==> src/rtl/adc_seq_pkg.sv <==
package adc_seq_pkg;

  typedef enum logic [1:0] {
    SEQ_IDLE  = 2'd0,
    SEQ_TRACK = 2'd1,
    SEQ_CONV  = 2'd2
  } seqState_t;

  // strobes from control to datapath
  typedef struct packed {
    logic capture;  // entering conversion: latch sample
    logic finish;   // last convert clock: publish result
  } seqStrobe_t;

  localparam logic [2:0] SRC_SOFT = 3'b000;
  localparam logic [2:0] SRC_TMR0 = 3'b001;
  localparam logic [2:0] SRC_TMR2 = 3'b010;
  localparam logic [2:0] SRC_TMR1 = 3'b011;
  localparam logic [2:0] SRC_PIN  = 3'b100;
  localparam logic [2:0] SRC_TMR3 = 3'b101;

endpackage

==> src/rtl/adc_trig_select.sv <==
module adc_trig_select
  import adc_seq_pkg::*;
#(
  parameter int SYNC_STAGES = 2
) (
  input  logic       clk,
  input  logic       rstN,
  input  logic [2:0] srcSel,
  input  logic       swStart,
  input  logic [3:0] timerOvf,
  input  logic       extPin,
  output logic       trigPulse,
  output logic       pinSelected,
  output logic       pinLevel
);

  logic [SYNC_STAGES-1:0] syncChain;
  logic                   pinPrev;
  logic                   pinRise;

  always_ff @(posedge clk) begin
    if (!rstN) begin
      syncChain <= '0;
      pinPrev   <= 1'b0;
    end else begin
      syncChain <= {syncChain[SYNC_STAGES-2:0], extPin};
      pinPrev   <= syncChain[SYNC_STAGES-1];
    end
  end

  assign pinLevel    = syncChain[SYNC_STAGES-1];
  assign pinRise     = pinLevel && !pinPrev;
  assign pinSelected = (srcSel == SRC_PIN);

  always_comb begin
    unique case (srcSel)
      SRC_SOFT: trigPulse = swStart;
      SRC_TMR0: trigPulse = timerOvf[0];
      SRC_TMR1: trigPulse = timerOvf[1];
      SRC_TMR2: trigPulse = timerOvf[2];
      SRC_TMR3: trigPulse = timerOvf[3];
      SRC_PIN:  trigPulse = pinRise;
      default:  trigPulse = 1'b0;
    endcase
  end

endmodule

==> src/rtl/adc_seq_ctrl.sv <==
module adc_seq_ctrl
  import adc_seq_pkg::*;
#(
  parameter int TRACK_CLKS = 3,
  parameter int CONV_CLKS  = 14
) (
  input  logic       clk,
  input  logic       rstN,
  input  logic       trigPulse,
  input  logic       lowPower,
  input  logic       pinSelected,
  input  logic       pinLevel,
  input  logic       sleepReq,
  output logic       busy,
  output logic       convEn,
  output logic       trackEn,
  output seqStrobe_t strobe
);

  localparam int MAX_CLKS = (TRACK_CLKS > CONV_CLKS) ? TRACK_CLKS : CONV_CLKS;
  localparam int CNT_W    = $clog2(MAX_CLKS + 1);
  localparam logic [CNT_W-1:0] TRACK_LAST = CNT_W'(TRACK_CLKS - 1);
  localparam logic [CNT_W-1:0] CONV_LAST  = CNT_W'(CONV_CLKS - 1);

  seqState_t        state, stateNext;
  logic [CNT_W-1:0] cnt, cntNext;

  always_comb begin
    stateNext      = state;
    cntNext        = cnt + 1'b1;
    strobe.capture = 1'b0;
    strobe.finish  = 1'b0;
    unique case (state)
      SEQ_IDLE: begin
        cntNext = '0;
        if (trigPulse) begin
          if (lowPower && !pinSelected) begin
            stateNext = SEQ_TRACK;
          end else begin
            stateNext      = SEQ_CONV;
            strobe.capture = 1'b1;
          end
        end
      end
      SEQ_TRACK: begin
        if (cnt == TRACK_LAST) begin
          stateNext      = SEQ_CONV;
          cntNext        = '0;
          strobe.capture = 1'b1;
        end
      end
      SEQ_CONV: begin
        if (cnt == CONV_LAST) begin
          stateNext     = SEQ_IDLE;
          cntNext       = '0;
          strobe.finish = 1'b1;
        end
      end
      default: begin
        stateNext = SEQ_IDLE;
        cntNext   = '0;
      end
    endcase
  end

  always_ff @(posedge clk) begin
    if (!rstN) begin
      state <= SEQ_IDLE;
      cnt   <= '0;
    end else begin
      state <= stateNext;
      cnt   <= cntNext;
    end
  end

  assign busy   = (state != SEQ_IDLE);
  assign convEn = (state == SEQ_CONV);

  always_comb begin
    if (sleepReq)         trackEn = 1'b0;
    else if (!lowPower)   trackEn = (state != SEQ_CONV);
    else if (pinSelected) trackEn = (state == SEQ_IDLE) && !pinLevel;
    else                  trackEn = (state == SEQ_TRACK);
  end

  AST_TRACK_CONV_EXCL: assert property (@(posedge clk) disable iff (!rstN)
    !(trackEn && convEn));

  AST_SLEEP_NO_TRACK: assert property (@(posedge clk) disable iff (!rstN)
    sleepReq |-> !trackEn);

  AST_BUSY_HOLDS: assert property (@(posedge clk) disable iff (!rstN)
    (busy && !strobe.finish) |=> busy);

  AST_TRACK_WINDOW_BOUND: assert property (@(posedge clk) disable iff (!rstN)
    (state == SEQ_TRACK) |-> (cnt <= TRACK_LAST));

  AST_LP_CONV_AFTER_TRACK: assert property (@(posedge clk) disable iff (!rstN)
    ($rose(convEn) && lowPower && !pinSelected) |-> ($past(state) == SEQ_TRACK));

  AST_CONV_BOUND: assert property (@(posedge clk) disable iff (!rstN)
    convEn |-> (cnt <= CONV_LAST));

endmodule

==> src/rtl/adc_seq_datapath.sv <==
module adc_seq_datapath
  import adc_seq_pkg::*;
#(
  parameter int RES_W = 10
) (
  input  logic             clk,
  input  logic             rstN,
  input  seqStrobe_t       strobe,
  input  logic             busy,
  input  logic [RES_W-1:0] sampleIn,
  output logic [RES_W-1:0] result,
  output logic             done
);

  logic [RES_W-1:0] sarReg;

  always_ff @(posedge clk) begin
    if (!rstN) begin
      sarReg <= '0;
      result <= '0;
      done   <= 1'b0;
    end else begin
      if (strobe.capture) sarReg <= sampleIn;
      if (strobe.finish)  result <= sarReg;
      done <= strobe.finish;
    end
  end

  AST_DONE_SINGLE: assert property (@(posedge clk) disable iff (!rstN)
    done |=> !done);

  AST_DONE_AFTER_BUSY: assert property (@(posedge clk) disable iff (!rstN)
    done |-> (!busy && $past(busy)));

  AST_RESULT_STABLE: assert property (@(posedge clk) disable iff (!rstN)
    (!done && !$past(strobe.finish)) |-> $stable(result));

endmodule

==> src/rtl/adc_conv_sequencer.sv <==
module adc_conv_sequencer
  import adc_seq_pkg::*;
#(
  parameter int RES_W       = 10,
  parameter int TRACK_CLKS  = 3,
  parameter int CONV_CLKS   = 14,
  parameter int SYNC_STAGES = 2
) (
  input  logic             clk,
  input  logic             rstN,
  input  logic             cfgWe,
  input  logic [2:0]       cfgSrcSel,
  input  logic             cfgLowPower,
  input  logic             swStart,
  input  logic [3:0]       timerOvf,
  input  logic             extPin,
  input  logic             sleepReq,
  input  logic [RES_W-1:0] sampleIn,
  output logic             trackEn,
  output logic             convEn,
  output logic             busy,
  output logic             done,
  output logic [RES_W-1:0] result
);

  logic [2:0] srcSel;
  logic       lowPower;
  logic       trigPulse, pinSelected, pinLevel;
  seqStrobe_t strobe;

  always_ff @(posedge clk) begin
    if (!rstN) begin
      srcSel   <= SRC_SOFT;
      lowPower <= 1'b0;
    end else if (cfgWe) begin
      srcSel   <= cfgSrcSel;
      lowPower <= cfgLowPower;
    end
  end

  adc_trig_select #(.SYNC_STAGES(SYNC_STAGES)) uTrig (
    .clk(clk), .rstN(rstN), .srcSel(srcSel), .swStart(swStart),
    .timerOvf(timerOvf), .extPin(extPin), .trigPulse(trigPulse),
    .pinSelected(pinSelected), .pinLevel(pinLevel)
  );

  adc_seq_ctrl #(.TRACK_CLKS(TRACK_CLKS), .CONV_CLKS(CONV_CLKS)) uCtrl (
    .clk(clk), .rstN(rstN), .trigPulse(trigPulse), .lowPower(lowPower),
    .pinSelected(pinSelected), .pinLevel(pinLevel), .sleepReq(sleepReq),
    .busy(busy), .convEn(convEn), .trackEn(trackEn), .strobe(strobe)
  );

  adc_seq_datapath #(.RES_W(RES_W)) uData (
    .clk(clk), .rstN(rstN), .strobe(strobe), .busy(busy),
    .sampleIn(sampleIn), .result(result), .done(done)
  );

endmodule

==> config.mk <==
export PLATFORM = sky130hd
export DESIGN_NAME = adc_conv_sequencer
export DESIGN_NICKNAME = d
export VERILOG_FILES = /design/src/rtl/adc_seq_pkg.sv /design/src/rtl/adc_trig_select.sv /design/src/rtl/adc_seq_ctrl.sv /design/src/rtl/adc_seq_datapath.sv /design/src/rtl/adc_conv_sequencer.sv
export SDC_FILE = /design/constraint.sdc
export NUM_CORES = 1
export LEC_CHECK = 0
export ABC_CLOCK_PERIOD_IN_PS = 2300
export BUFFER_PORTS_ARGS = -buffer_cell sky130_fd_sc_hd__buf_2
export CAP_MARGIN = 20
export CORE_MARGIN = 2
export CORE_UTILIZATION = 55
export CTS_CLUSTER_DIAMETER = 120
export DETAILED_ROUTE_END_ITERATION = 10
export GPL_TIMING_DRIVEN = 1
export HOLD_SLACK_MARGIN = 0.05
export PLACE_DENSITY_LB_ADDON = 0.12
export SKIP_LAST_GASP = 1
export SYNTH_ARGS = -nofsm -noshare
export SYNTH_HDL_FRONTEND = slang
export SYNTH_SLANG_ARGS = --single-unit
==> constraint.sdc <==
create_clock -name clk -period 2.3 [get_ports clk]
set_input_delay 0.115 -clock clk [delete_from_list [all_inputs] [get_ports clk]]
set_output_delay 0.115 -clock clk [all_outputs]
set_load 0.03 [all_outputs]
==> reports/metrics.cfg <==
[power]
internal_power_w=0.000926
p_per_area_mw_per_mm2=720
p_seq_share_pct=50.3
clockPowerShare_pct=23.7
ir_drop_mv=0.584
switchingPower_w=0.000390
total_power_w=0.00132
swShare_pct=29.6
pwr-share-comb_pct=26.0
p_leak_nw=0.929

[worst_setup_path]
timing.critical_path.mode_cell=inv_1
r2r-start=srcSel[0]
r2r_end=uData.sarReg[6]
reg2reg_depth=6
endpoint_kind=primary output
worst-path-buf-inv=3
cp.depth=6
crit_family=simple AND/OR/NAND/NOR gates
startpoint=uCtrl.state[0]
reg2reg_slack_ns=0.65
crit_arrival_ns=1.98
criticalPathCategory=register to primary output
startpoint_type=register
required_ns=2.18
cp_cell_sequence=inv_1 -> ha_1 -> inv_1 -> or4_1 -> a311oi_1 -> buf_2
setup.worst_path.end=trackEn
cpPeakStageDelay_ns=0.49
slowest_stage=or4_1
path_max_fanout=4

[layout]
synthToLayoutAreaGrowth_pct=25.3
nNetsFinal=231
antennaDiodeCount=0
layout-drive-gt1-share_pct=23.2
nFillCells=199
multiInputGateArea_um2=698
seq_area_um2=681
instances_no_fill=233
stdcell_area_mm2=0.00183

[clock_tree]
cts-resized-gates=0
cts_made_buffers=5
clk-insertion-delay-late_ns=0.33
cts_max_level=2
cts_tree=done
root_buffer=clkbuf_4
clock-sinks=34
clk_path_buf_depth=2
clkTransAtPathRegs_ns=0.08

[timing]
skew_ns=0.00778
slew_violations=0
rsz0062_at_grt=false
min_period_ns=2.09
finalHoldViolations=0
worstMarginPinSlew_ns=0.591
finalCritPeriodShare_pct=91.0
max_freq_mhz=478
relSlewSlack_pct=60.5
setup_tns_ns=0
setup_viol=0

[synthesis]
yosys-top-cells-area=dfxtp_1 (47%), mux2i_1 (19%), nand2_1 (6.7%)
synth_flop_cell=dfxtp_1
syn-cell-area_mm2=0.00146
synth_top_area_share_pct=46.6
ys_types=30
synth_top_area_cell=dfxtp_1
ys_top_cells_by_count=dfxtp_1 (34), mux2i_1 (28), nand2_1 (26)
ys_seq_area_share_pct=46.6
synth_edf_count=0
syn_inst=151
ys_async_sr_fraction_pct=0
ys_ff_latch=34
synth_warnings=0
synth_nets=178
avgSynthCellArea_um2=9.67
yosysMostFrequentCell=dfxtp_1

[placed_design]
place_area_mm2=0.00163
place.gp.congestion=0.703
place_inst=212
port_buffers=37
post-dp-hpwl_mm=1.87

[outcome]
status=complete, no violations

[routing]
vias_per_cell=5.04
routed_wl_mm=2.79
wire_per_inst_um=12.0
drt-initial-drc-count=25
route.antenna.remaining_nets=0
dr_total_vias=1175
drcViolationCount=0
first_pass_iters=4

[global_route]
antenna_found_initial=0
first_global_vias=1154
grt_max_degree=29
track_usage_pct=19.9
overflow=0
grt_pass1_wl_mm=4.74

[die]
initial_core_util_pct=58.4
num_rows=18
die_height_um=55.5
die_area_mm2=0.00308
io_pins=38
core_area_mm2=0.00250
die_x_um=55.5

[worst_hold_path]
hold_path_startpoint=cfgWe
hp-class=input pin to register

[flow_run]
cap_violations=0

==> cells in the final DEF, fill, tap and decap left out, types with 2 or more instances in the layout <==
| master | n |
|---|---|
| ha_1 | 3 |
| mux2i_1 | 28 |
| clkbuf_4 | 5 |
| nor2b_1 | 2 |
| nor2_1 | 20 |
| dfxtp_1 | 34 |
| or3_1 | 3 |
| dlygate4sd3_1 | 15 |
| buf_2 | 37 |
| nor3_1 | 2 |
| nand2_1 | 26 |
| nand2b_1 | 2 |
| and2_1 | 3 |
| inv_1 | 5 |
| xor2_1 | 2 |
==> through the flow <==
stage | utilization, % | hold WS (ns) | setup slack, ns
6_report | 73.2 | 0.120 | 0.208
5_1_grt | 73.2 | 0.133 | 0.0311
4_1_cts | 73.2 | 0.114 | 0.192
3_5_place_dp | 65.1 | 0.325 | 0.560
3_3_place_gp | 65.1 | 0.333 | 0.596
2_1_floorplan | - | 0.242 | 0.105
==> power by group through the flow <==
stage | registers [W] | logic (W) | clock network [W]
6_report | 0.000663 | 0.000342 | 0.000312
4_1_cts | 0.000663 | 0.000343 | 0.000323
5_1_grt | 0.000668 | 0.000377 | 0.000346
3_5_place_dp | 0.000677 | 0.000323 | 0
2_1_floorplan | 0.000669 | 0.000262 | 0
3_3_place_gp | 0.000673 | 0.000314 | 0
==> how the worst min path moves through the flow <==
stage / end / slack [ns] / cells past startpoint
final: srcSel[0] / 0.12 / 3
after global routing: lowPower / 0.13 / 3
after CTS: srcSel[0] / 0.11 / 3
after detailed placement: uTrig.syncChain[0] / 0.32 / 2
after global placement: uTrig.syncChain[0] / 0.33 / 2
after floorplan: uTrig.syncChain[0] / 0.24 / 1
==> flip-flops by register name, indices dropped and copies added (netlist names) <==
signal / cells
srcSel: 3
uData.done: 1
uCtrl.cnt: 4
lowPower: 1
uTrig.syncChain: 2
uCtrl.state: 2
uTrig.pinPrev: 1
uData.result: 10
uData.sarReg: 10
==> routing by layer <==
metal,vias up,share of wire (%),track usage [%]
li1,611,-,-
met3,9,6.3,8.43
met1,527,43,22.3
met5,-,0,0
met2,28,49,33.5
met4,0,1.9,6.97
==> worst register-to-register path, delay by kind of cell (launching register included) <==
family / cells / cell delay (ns)
AO/OA/AOI/OAI: 3 / 0.58
flip-flops: 1 / 0.44
buffers and inverters: 1 / 0.26
multiplexers: 1 / 0.23
AND/OR/NAND/NOR: 1 / 0.08
==> cell families after synthesis <==
group	after synthesis	share of synthesized area, %
simple gates	62	19.3
flops	34	46.6
compound gates	9	4.97
fa+ha+maj	3	2.57
buf+inv	12	5.57
mux	28	19.2
xor+xnor	3	1.80
==> final cells by class <==
class,instances,share of cell area [%]
clock buffer,6,2.80
inverter,5,1.03
multi-input combinational,105,38.2
sequential,34,37.2
tap,30,2.05
timing repair buffer,53,18.7
==> what timing repair did <==
action	4_1_cts	5_1_grt
setup buffers	0	0
hold buffers	15	0
endpoints found under the hold margin	15	0
(Power assumes the default switching activity.)
